===== config.mk =====
export PLATFORM = sky130hd
export DESIGN_NAME = dm_addr_gen
export DESIGN_NICKNAME = d
export VERILOG_FILES = /design/src/rtl/dm_addr_pkg.sv /design/src/rtl/dm_addr_regbank.sv /design/src/rtl/dm_addr_bounds.sv /design/src/rtl/dm_addr_step.sv /design/src/rtl/dm_addr_gen.sv
export SDC_FILE = /design/constraint.sdc
export NUM_CORES = 1
export LEC_CHECK = 0
export BUFFER_PORTS_ARGS = -buffer_cell sky130_fd_sc_hd__buf_2
export CORE_ASPECT_RATIO = 1.5
export CORE_UTILIZATION = 55
export CTS_CLUSTER_DIAMETER = 40
export DETAILED_ROUTE_END_ITERATION = 8
export GPL_ROUTABILITY_DRIVEN = 0
export GPL_TIMING_DRIVEN = 0
export HOLD_SLACK_MARGIN = 0.15
export PLACE_DENSITY = 0.74
export SYNTH_ARGS = -nofsm -noshare
export SYNTH_HDL_FRONTEND = slang
export SYNTH_SLANG_ARGS = --single-unit
export TNS_END_PERCENT = 10

===== constraint.sdc =====
create_clock -name clk -period 8.43 [get_ports clk]
set_input_delay 0.843 -clock clk [delete_from_list [all_inputs] [get_ports clk]]
set_output_delay 0.843 -clock clk [all_outputs]
set_load 0.005 [all_outputs]

===== src/rtl/dm_addr_pkg.sv =====
// Package: shared types and constants for the data-memory address generator.
// Assumes: 3-bit operation codes decoded by the top module.
package dm_addr_pkg;

    typedef enum logic [2:0] {
        OP_HOLD    = 3'd0,
        OP_POSTINC = 3'd1,
        OP_PREDEC  = 3'd2,
        OP_CIRC    = 3'd3,
        OP_LDADDR  = 3'd4,
        OP_LDFIRST = 3'd5,
        OP_LDLAST  = 3'd6,
        OP_RSVD    = 3'd7
    } agen_op_e;

    // Control word for the shared stepping unit
    typedef struct packed {
        logic dec;   // step by minus one instead of plus one
        logic pre;   // output the stepped value instead of the current one
        logic wrap;  // replace the step with the first bound at the last bound
    } step_ctl_t;

endpackage


===== src/rtl/dm_addr_regbank.sv =====
// Module: bank of NREG address registers with one write port.
// Assumes: sel_i is already range-checked by the caller via we_i.
module dm_addr_regbank #(
    parameter int AW   = 16,
    parameter int NREG = 2,
    localparam int SELW = (NREG > 1) ? $clog2(NREG) : 1
) (
    input  logic                      clk,
    input  logic                      rst_n,
    input  logic                      we_i,
    input  logic [SELW-1:0]           sel_i,
    input  logic [AW-1:0]             wdata_i,
    output logic [NREG-1:0][AW-1:0]   regs_o
);

    for (genvar i = 0; i < NREG; i++) begin : g_reg
        // Purpose: hold one address register, written when selected
        always_ff @(posedge clk) begin
            if (!rst_n)
                regs_o[i] <= '0;
            else if (we_i && (sel_i == SELW'(i)))
                regs_o[i] <= wdata_i;
        end

        // an unselected or unwritten register keeps its value
        a_r8_unselected_stable: assert property (@(posedge clk) disable iff (!rst_n)
            !(we_i && (sel_i == SELW'(i))) |=> $stable(regs_o[i]));
    end

endmodule


===== src/rtl/dm_addr_bounds.sv =====
// Module: first/last bound registers for circular addressing.
// Assumes: at most one of the two load strobes is active per cycle.
module dm_addr_bounds #(
    parameter int AW = 16
) (
    input  logic          clk,
    input  logic          rst_n,
    input  logic          ld_first_i,
    input  logic          ld_last_i,
    input  logic [AW-1:0] data_i,
    output logic [AW-1:0] first_o,
    output logic [AW-1:0] last_o
);

    // Purpose: capture the buffer's first address
    always_ff @(posedge clk) begin
        if (!rst_n)
            first_o <= '0;
        else if (ld_first_i)
            first_o <= data_i;
    end

    // Purpose: capture the buffer's last address
    always_ff @(posedge clk) begin
        if (!rst_n)
            last_o <= '0;
        else if (ld_last_i)
            last_o <= data_i;
    end

    // bounds change only on their own load strobe
    a_r7_first_only_on_load: assert property (@(posedge clk) disable iff (!rst_n)
        !ld_first_i |=> $stable(first_o));
    a_r7_last_only_on_load: assert property (@(posedge clk) disable iff (!rst_n)
        !ld_last_i |=> $stable(last_o));

endmodule


===== src/rtl/dm_addr_step.sv =====
// Module: shared plus/minus-one unit with circular wrap selection.
// Assumes: one adder serves all registers; purely combinational.
module dm_addr_step
    import dm_addr_pkg::*;
#(
    parameter int AW = 16
) (
    input  step_ctl_t     ctl_i,
    input  logic [AW-1:0] cur_i,
    input  logic [AW-1:0] first_i,
    input  logic [AW-1:0] last_i,
    output logic [AW-1:0] addr_o,
    output logic [AW-1:0] next_o
);

    localparam logic [AW-1:0] ONE = AW'(1);

    logic [AW-1:0] step;
    logic [AW-1:0] sum;
    logic          at_last;

    // Purpose: single adder computing current value plus or minus one
    always_comb begin
        step    = ctl_i.dec ? '1 : ONE;
        sum     = cur_i + step;
        at_last = (cur_i == last_i);
    end

    // Purpose: pick the address seen by memory and the register's next value
    always_comb begin
        addr_o = ctl_i.pre ? sum : cur_i;
        next_o = (ctl_i.wrap && at_last) ? first_i : sum;
    end

endmodule


===== src/rtl/dm_addr_gen.sv =====
// Module: top of the data-memory address generator. Decodes the operation,
// selects one address register, steps it via the shared unit and writes back.
// Assumes: address output is combinational; registers update at the edge.
module dm_addr_gen
    import dm_addr_pkg::*;
#(
    parameter int AW   = 16,
    parameter int NREG = 2,
    localparam int SELW = (NREG > 1) ? $clog2(NREG) : 1
) (
    input  logic            clk,
    input  logic            rst_n,
    input  logic [SELW-1:0] sel_i,
    input  logic [2:0]      op_i,
    input  logic [AW-1:0]   data_i,
    output logic [AW-1:0]   addr_o
);

    localparam logic [AW-1:0] ONE = AW'(1);

    agen_op_e               op;
    step_ctl_t              ctl;
    logic                   sel_ok;
    logic                   we;
    logic                   ld_first;
    logic                   ld_last;
    logic [NREG-1:0][AW-1:0] regs;
    logic [AW-1:0]          cur;
    logic [AW-1:0]          first_q;
    logic [AW-1:0]          last_q;
    logic [AW-1:0]          step_next;
    logic [AW-1:0]          wdata;

    // Purpose: decode the operation into write, load and step controls
    always_comb begin
        op       = agen_op_e'(op_i);
        sel_ok   = (32'(sel_i) < NREG);
        ctl      = '0;
        we       = 1'b0;
        ld_first = 1'b0;
        ld_last  = 1'b0;
        unique case (op)
            OP_POSTINC: we = sel_ok;
            OP_PREDEC: begin
                ctl.dec = 1'b1;
                ctl.pre = 1'b1;
                we      = sel_ok;
            end
            OP_CIRC: begin
                ctl.wrap = 1'b1;
                we       = sel_ok;
            end
            OP_LDADDR:  we       = sel_ok;
            OP_LDFIRST: ld_first = 1'b1;
            OP_LDLAST:  ld_last  = 1'b1;
            default: ;  // hold and reserved: no update
        endcase
    end

    // Purpose: read the selected register (register 0 if out of range)
    always_comb begin
        cur   = sel_ok ? regs[sel_i] : regs[0];
        wdata = (op == OP_LDADDR) ? data_i : step_next;
    end

    dm_addr_regbank #(.AW(AW), .NREG(NREG)) u_bank (
        .clk     (clk),
        .rst_n   (rst_n),
        .we_i    (we),
        .sel_i   (sel_i),
        .wdata_i (wdata),
        .regs_o  (regs)
    );

    dm_addr_bounds #(.AW(AW)) u_bounds (
        .clk        (clk),
        .rst_n      (rst_n),
        .ld_first_i (ld_first),
        .ld_last_i  (ld_last),
        .data_i     (data_i),
        .first_o    (first_q),
        .last_o     (last_q)
    );

    dm_addr_step #(.AW(AW)) u_step (
        .ctl_i   (ctl),
        .cur_i   (cur),
        .first_i (first_q),
        .last_i  (last_q),
        .addr_o  (addr_o),
        .next_o  (step_next)
    );

    // first cycle out of reset sees cleared registers and bounds
    a_r1_reset_clears: assert property (@(posedge clk)
        !rst_n |=> (regs == '0) && (first_q == '0) && (last_q == '0));

    for (genvar i = 0; i < NREG; i++) begin : g_chk
        // hold and reserved keep the register
        a_r2_hold_keeps: assert property (@(posedge clk) disable iff (!rst_n)
            ((op_i == 3'd0 || op_i == 3'd7) && sel_i == SELW'(i)) |=> $stable(regs[i]));
        // post-increment outputs current value then adds one
        a_r3_postinc: assert property (@(posedge clk) disable iff (!rst_n)
            (op_i == 3'd1 && sel_i == SELW'(i)) |=> regs[i] == $past(addr_o) + ONE);
        // pre-decrement output equals the value written back
        a_r4_predec: assert property (@(posedge clk) disable iff (!rst_n)
            (op_i == 3'd2 && sel_i == SELW'(i)) |=> regs[i] == $past(addr_o));
        // circular step wraps to the first bound at the last bound
        a_r5_wrap: assert property (@(posedge clk) disable iff (!rst_n)
            (op_i == 3'd3 && sel_i == SELW'(i) && regs[i] == last_q) |=> regs[i] == $past(first_q));
        // load writes the input into the selected register
        a_r6_load: assert property (@(posedge clk) disable iff (!rst_n)
            (op_i == 3'd4 && sel_i == SELW'(i)) |=> regs[i] == $past(data_i));
    end

    // pre-decrement address sits one below the selected register
    a_r4_predec_addr: assert property (@(posedge clk) disable iff (!rst_n)
        (op_i == 3'd2 && sel_ok) |-> addr_o == cur - ONE);

endmodule


# [Yosys cells after proc, flatten, opt, wreduce, memory -nomap -nowiden]
# Cells that the tools add are included.
[classes] muxes=11 div=0 n_eq_ne=7 n_lt_le_gt_ge=1 n_shift=0 reduce_logical=4 bitwise_logic=1 mul=0 n_addsub=1
[ops] op="$mux 16" count=6
[ops] op="$add 16x16->16" count=1
[ops] op="$eq 16x16->1" count=1
[ops] op="$eq 3x3->1 const B" count=3
[ops] op="$eq 3x2->1 const B" count=2
[ops] op="$mux 1" count=4
[ops] op="$reduce_or 4->1" count=1
[ops] op="$eq 3x1->1 const B" count=1
[ops] op="$logic_and 1x1->1" count=3
[ops] op="$lt 1x2->1 const B" count=1
[ops] op="$mux 2" count=1
[ops] op="$not 1->1" count=1
[word_totals] latchBits=0 out_inout_bits=16 mem_count=0 word_cells=29 mem_bits_ro=0 regBits=64 inputBits=22 ram_bits=0

# [Logic depth before layout (Yosys ltp)]
# Gate-level depths: netlist (run 1).
[logic_depth] depth_word=6 ltp_mapped=17 ltp_nobuf=13

# [By module]
# A second synthesis (run 1) with hierarchy kept.
[unflattened] hier_cells=423 hier_area_um2=4186.5
[modules_own_cells] mod="dm_addr_step" cells_per_inst=154 instances=1 seq_area_each_um2=0.0 area_per_inst_um2=1251.2
[modules_own_cells] mod="dm_addr_regbank" cells_per_inst=123 instances=1 seq_area_each_um2=640.6 area_per_inst_um2=1248.7
[modules_own_cells] mod="dm_addr_bounds" cells_per_inst=103 instances=1 seq_area_each_um2=640.6 area_per_inst_um2=1234.9
[modules_own_cells] mod="dm_addr_gen" cells_per_inst=43 instances=1 seq_area_each_um2=0.0 area_per_inst_um2=451.7

# [Worst setup path after synthesis (run 1)]
# OpenSTA, ideal clock, no wires.
[synth_timing] kind="in2out" from="in op_i[2]" to="out addr_o[12]" required_ps=7587 stages=17 n_path_buf=5 arrival_ps=4151 slack_ps=3436 path_cell_list="buf_2 > or3b_1 > buf_6 > inv_4 > buf_6 > clkbuf_1 > ha_1 > clkbuf_1 > a21o_1 > maj3_1 > and3_1 > a21oi_1 > o311ai_1 > a21oi_1 > xnor2_1 > nor2_1 > a21oi_1"
[synth_between] elab_chain_len=5
[synth_lines] item="start: declaration" line="dm_addr_gen.sv:14" source="input logic [2:0] op_i,"
[synth_lines] item="$eq 3x2->1 *" line="dm_addr_gen.sv:42" source="unique case (op)"
[synth_lines] item="$mux 2 *" line="dm_addr_gen.sv:42"
[synth_lines] item="$mux 16" line="dm_addr_step.sv:24" source="step = ctl_i.dec ? '1 : ONE;"
[synth_lines] item="$add 16x16->16" line="dm_addr_step.sv:25" source="sum = cur_i + step;"
[synth_lines] item="$mux 16 *" line="dm_addr_step.sv:31" source="addr_o = ctl_i.pre ? sum : cur_i;"
[synth_lines] item="end: declaration" line="dm_addr_gen.sv:16" source="output logic [AW-1:0] addr_o"
# Mark *: on every way between the ends. The rest lies on a longest branch, timed or not.

# [Final worst setup path (run 1)]
# Ends and elaborated chain as after synthesis.

==> results.json, run 1 <==
{
  "outcome": "complete, no violations",
  "synth_edf_count": 0,
  "vias_per_cell": 5.96,
  "worstReg2RegEnd": "u_bank.regs_o[14]",
  "crit_chain": "buf_2 -> or3b_1 -> buf_6 -> inv_4 -> buf_6 -> clkbuf_1 -> ha_1 -> clkbuf_1 -> a21o_1 -> maj3_1 -> and3_1 -> a21oi_1 -> o311ai_1 -> a21oi_1 -> xnor2_1 -> nor2_1 -> a21oi_1 -> buf_2",
  "seq_area_frac_synth": 0.293,
  "synthDominantCellAreaShare": 0.293,
  "required_ns": 7.59,
  "hold_class": "reg -> reg",
  "worstMarginPinSlew_ns": 0.943,
  "maxSlewHeadroom": 0.366,
  "clock_latency_ns": 0.34,
  "synth_cell_types": 74,
  "rsz0062_at_grt": "false",
  "grt_pass1_wl_um": 19400,
  "cp-start-kind": "input pin",
  "place_hpwl_um": 9690,
  "num_rows": 39,
  "coreArea_um2": 7660,
  "endpoint": "addr_o[12]",
  "crit_start": "op_i[2]",
  "dp.cells": 699,
  "rrSetupSlack_ns": 5.24,
  "clockBufferDepth": 2,
  "hold_viol_final": 0,
  "antenna_cells": 0,
  "cts.sinks": 64,
  "cts-buffers-inserted": 9,
  "ioPinCount": 38,
  "grt_usage": 0.313,
  "vias": 4258,
  "synth_area_um2": 4380,
  "synth_area_leaders": "dfxtp_1 (29%), nand2_1 (9.0%), a21oi_1 (8.2%), xnor2_1 (7.8%), nor2_1 (4.2%)",
  "antenna_found_initial": 0,
  "cpMostUsedCell": "a21oi_1",
  "fin_crit_ns": 5.71,
  "finish.net_count": 638,
  "syn2layout_area_growth_pct": 13.3,
  "ir_drop_v": 0.000156,
  "drt_iter0_drc": 257,
  "yosys_warnings": 0,
  "use_met2": 0.518,
  "power.density_nw_per_um2": 177,
  "grtUsageMet3": 0.0555,
  "port-buffer-count": 34,
  "drive_above_1_share": 0.166,
  "drc_errors": 0,
  "initial_core_util": 0.571,
  "reg2reg_from": "u_bank.regs_o[23]",
  "clock_skew_ns": 0.00621,
  "clk_pin_slew_ns": 0.05,
  "firstDrtPassIters": 5,
  "cp-end-kind": "output pin",
  "die_width_um": 74.8,
  "path_max_fanout": 16,
  "setup_violations": 0,
  "reg2regPathDepth": 13,
  "slowest_stage": "clkbuf_1",
  "synth_top_cell_by_area": "dfxtp_1",
  "grt_pass1_vias": 4014,
  "fmax_ghz": 0.175,
  "overflow": 0,
  "syn_nets": 593,
  "ctsHoldBuffers": 0,
  "critPathArrivalTime_ns": 4.87,
  "cts_setup_buffers": 0,
  "wire_per_inst_um": 17.3,
  "fin_setup_tns_ns": 0,
  "grt_most_used_layer": "met2",
  "cts_tree": "built",
  "antenna_left": 0,
  "p_leak_nw": 1.89,
  "syn_inst": 563,
  "slowest_delay_ns": 0.64,
  "htreeDepth": 3,
  "synth_ff_type": "dfxtp_1",
  "holdPathStages": 2,
  "cap_violations": 0,
  "avgSynthCellArea_um2": 7.77,
  "fp.dieArea_um2": 8330,
  "critPathKind": "in -> out",
  "wl_um": 12400,
  "ys_async_sr_fraction": 0,
  "die_h_um": 111,
  "grt_max_degree": 17,
  "maxSlewViolCount": 0,
  "finalCritPeriodShare": 0.677,
  "ys_ff_latch": 64,
  "grt_util_met1": 0.356,
  "fin_cells": 715,
  "cts_resized": 0,
  "cts_root_buf": "clkbuf_16"
}
[state kept, by name, indices dropped and copies added, names as in the netlist]
| name | count |
|---|---|
| u_bank.regs_o | 32 |
| u_bounds.first_o | 16 |
| u_bounds.last_o | 16 |
[per-stage QoR]
step           hold slack (ns)  area (um2)  utilization  power, mW  setup WS, ns
4_1_cts                  0.456        4960        0.647      0.878          2.76
6_report                 0.457        4960        0.647      0.879          2.72
3_3_place_gp             0.441        4670        0.610      0.526          2.78
3_5_place_dp             0.449        4670        0.610      0.530          2.76
5_1_grt                  0.477        4960        0.647      0.910          2.49
2_1_floorplan            0.433        4380            -      0.475          3.44
[placed cells by master (no fill, tap or decap), drive strengths merged, types with 5 or more instances in the layout]
cell | Yosys | routed
or2 | 6 | 6
a21oi | 73 | 73
nand3 | 12 | 12
ha | 8 | 8
nand2 | 105 | 105
inv | 14 | 14
and3 | 5 | 5
o21ai | 22 | 22
mux2i | 22 | 22
nor3 | 6 | 6
dfxtp | 64 | 64
clkbuf | 25 | 38
buf | 12 | 46
nor2 | 49 | 49
and2 | 5 | 5
xnor2 | 40 | 40
a31oi | 6 | 6
a211oi | 13 | 13
nor4 | 8 | 8
[power breakdown]
group / leakage [nW] / internal [mW] / switching, mW
registers: 0.522 / 0.319 / 0.0126
clock network: 0.145 / 0.221 / 0.129
logic: 1.23 / 0.0769 / 0.120
[cell families (layout without fill, tap and decap cells)]
kind of cell,after synthesis,after routing,synth area share
multiplexers,26,26,0.0769
flip-flops,64,64,0.293
adder cells (fa/ha/maj),9,9,0.0252
XOR/XNOR,43,43,0.0878
AND/OR/NAND/NOR,216,216,0.224
AO/OA/AOI/OAI,154,154,0.234
buffers and inverters,51,101,0.0586
[final cells by class]
cell class,instances,area [um2]
Buffer,37,201
Clock buffer,13,270
Clock inverter,3,15.0
Fill cell,709,2700
Inverter,14,55.1
Multi-Input combinational cell,448,2840
Sequential cell,64,1280
Tap cell,102,128
Timing Repair Buffer,34,170
[cell usage after synthesis, types with 2 or more instances]
cell / count
nand2_1: 105
a21oi_1: 72
dfxtp_1: 64
nor2_1: 49
xnor2_1: 39
clkbuf_1: 25
o21ai_0: 18
mux2i_1: 11
nand3_1: 11
inv_1: 10
a211oi_1: 9
ha_1: 8
mux2i_2: 8
nor4_1: 8
a31oi_1: 6
nor3_1: 6
and2_1: 5
and3_1: 5
a211oi_2: 4
a21o_1: 4
buf_2: 4
buf_6: 4
o211ai_1: 4
o31ai_1: 4
or2_2: 4
a311oi_1: 3
a32o_1: 3
inv_2: 3
mux2_2: 3
mux2i_4: 3
nand3b_1: 3
nand4_1: 3
o21ai_1: 3
o22ai_1: 3
or3_1: 3
xor2_1: 3
buf_1: 2
nand4b_1: 2
nor2b_1: 2
o311ai_2: 2
or3b_2: 2
[routing by layer]
metal | wire length (um) | up-vias
li1 | - | 2091
met1 | 5050 | 1964
met2 | 6060 | 154
met3 | 619 | 49
met4 | 620 | 0
met5 | 0 | -
[worst min-delay path by stage]
| stage | slack, ns | to | start |
|---|---|---|---|
| 6_report | 0.46 | u_bounds.first_o[13] | u_bounds.first_o[13] |
| 4_1_cts | 0.46 | u_bounds.first_o[13] | u_bounds.first_o[13] |
| 2_1_floorplan | 0.43 | u_bounds.first_o[14] | u_bounds.first_o[14] |
| 3_3_place_gp | 0.44 | u_bounds.first_o[14] | u_bounds.first_o[14] |
| 5_1_grt | 0.48 | u_bank.regs_o[0] | u_bank.regs_o[0] |
| 3_5_place_dp | 0.45 | u_bounds.first_o[13] | u_bounds.first_o[13] |
[critical path, delay by kind of cell]
| kind | cells | cell delay, ns |
|---|---|---|
| AOI/OAI and AO/OA | 5 | 0.84 |
| xor gates and xnor gates | 1 | 0.16 |
| adders and majority gates | 2 | 0.77 |
| buffers and inverters | 7 | 1.55 |
| and+or+nand+nor | 3 | 0.68 |
(Power assumes the default switching activity.)
==> run 2: changes to the inputs <==
Settings changed: PLACE_DENSITY 0.74 to 0.77.
Clock period 8.43 ns to 4.6 ns, I/O delays scaled along.
==> results.json, run 2 (synthesis gave the netlist of run 1 again) <==
{
  "outcome": "complete, no violations",
  "required_ns": 4.14,
  "drc_errors": 0,
  "cts.sinks": 64,
  "wire_per_inst_um": 17.5,
  "place_hpwl_um": 9700,
  "syn2layout_area_growth_pct": 13.0,
  "overflow": 0,
  "antenna_found_initial": 0,
  "total_power_mw": 1.59,
  "fp.dieArea_um2": 8330,
  "regArea_um2": 1280,
  "maxSlewHeadroom": 0.414,
  "clk_pin_slew_ns": 0.05,
  "antenna_cells": 0,
  "final_util": 0.645,
  "rrSetupSlack_ns": 1.30,
  "cap_violations": 0,
  "p_leak_nw": 1.88,
  "setup_violations": 0,
  "final_cell_mix": "nand2_1 (105), a21oi_1 (72), dfxtp_1 (64)",
  "clockBufferDepth": 2,
  "rsz0062_at_grt": "false",
  "fillers": 684,
  "cts_resized": 0,
  "ir_drop_v": 0.000261,
  "grt_pass1_vias": 4199,
  "die_width_um": 74.8,
  "die_h_um": 111,
  "fin_crit_ns": 4.34,
  "ctsHoldBuffers": 0,
  "initial_core_util": 0.571,
  "htreeDepth": 3,
  "dpl_worst_slack_ns": -0.300,
  "fmax_ghz": 0.231,
  "vias": 4324,
  "reg2regPathDepth": 13,
  "cp-end-kind": "output pin",
  "worstMarginPinSlew_ns": 0.873,
  "critPathKind": "in -> out",
  "ioPinCount": 38,
  "finalCritPeriodShare": 0.943,
  "clock_latency_ns": 0.33,
  "cts_root_buf": "clkbuf_16",
  "num_rows": 39,
  "final_common_cell": "nand2_1",
  "fin_cells": 712,
  "reg2reg_from": "u_bank.regs_o[23]",
  "cts-buffers-inserted": 9,
  "cts_tree": "built",
  "coreArea_um2": 7660,
  "cts_setup_buffers": 0,
  "grt_usage": 0.327,
  "hold_viol_final": 0,
  "worstReg2RegEnd": "u_bank.regs_o[28]",
  "grt_pass1_wl_um": 20600,
  "holdPathStages": 3,
  "cp-start-kind": "input pin",
  "largest_reg_flops": 32,
  "critPathArrivalTime_ns": 3.88,
  "dp.cells": 699,
  "multi_input_area_um2": 2840,
  "drive_above_1_share": 0.162,
  "port-buffer-count": 34,
  "firstDrtPassIters": 6,
  "hold_end": "u_bounds.last_o[10]",
  "vias_per_cell": 6.07,
  "reg.largest.list": "u_bank.regs_o: 32 flops, u_bounds.first_o: 16 flops, u_bounds.last_o: 16 flops",
  "finish.net_count": 637,
  "clock_skew_ns": 0.00450,
  "drt_iter0_drc": 282,
  "path_max_fanout": 10,
  "grt_max_degree": 26,
  "regMostFlops": "u_bank.regs_o",
  "layout_setup_ws_ns": 0.263,
  "wl_um": 12500,
  "hold_class": "in -> reg",
  "maxSlewViolCount": 0,
  "antenna_left": 0,
  "power.density_nw_per_um2": 321,
  "min_from": "data_i[10]"
}
[run 2: critical path, stage by stage]
cell      delay, ns
buf_2          0.13
buf_6          0.17
buf_12         0.17
buf_8          0.18
mux2i_2        0.38
inv_1          0.08
ha_1           0.27
clkbuf_1       0.22
a21o_1         0.26
maj3_1         0.41
and3_1         0.20
a21oi_1        0.11
o311ai_1       0.11
a21oi_1        0.19
xnor2_1        0.20
nor2_1         0.07
a21oi_1        0.14
buf_2          0.13
[run 2: metal layers]
metal  routed length [um]  vias to the layer above  global-route usage
met3                  682                       50              0.0582
met4                  550                        0               0.164
li1                     -                     2066                   -
met2                 6240                      198               0.541
met5                    0                        -                   0
met1                 5010                     2010               0.393
[run 2: worst max-delay path by stage]
| stage | from | slack [ns] | cells past startpoint | endpoint |
|---|---|---|---|---|
| 2_1_floorplan | op_i[2] | 0.37 | 17 | addr_o[12] |
| 3_3_place_gp | op_i[2] | -0.30 | 18 | addr_o[12] |
| 3_5_place_dp | op_i[2] | -0.30 | 18 | addr_o[12] |
| 4_1_cts | sel_i | 0.30 | 18 | addr_o[12] |
| 5_1_grt | sel_i | 0.1 | 18 | addr_o[12] |
| 6_report | sel_i | 0.26 | 18 | addr_o[12] |
[run 2: final cells by class]
class                           count  area share
Buffer                             36      0.0400
Clock buffer                       14      0.0554
Inverter                           14      0.0111
Multi-Input combinational cell    448       0.574
Sequential cell                    64       0.259
Tap cell                          102      0.0258
Timing Repair Buffer               34      0.0344
[run 2: metrics by stage]
step | hold slack (ns) | cell area, um2 | setup TNS, ns
3_3_place_gp | 0.442 | 4670 | -0.477
5_1_grt | 0.400 | 4940 | 0
2_1_floorplan | 0.433 | 4380 | 0
4_1_cts | 0.393 | 4940 | 0
3_5_place_dp | 0.452 | 4670 | -0.552
6_report | 0.396 | 4940 | 0
[run 2: report_power, final]
part,total [mW],internal [mW],switching (mW)
clock,0.616,0.402,0.215
combinational,0.361,0.141,0.221
sequential,0.610,0.586,0.0241
total,1.59,1.13,0.459
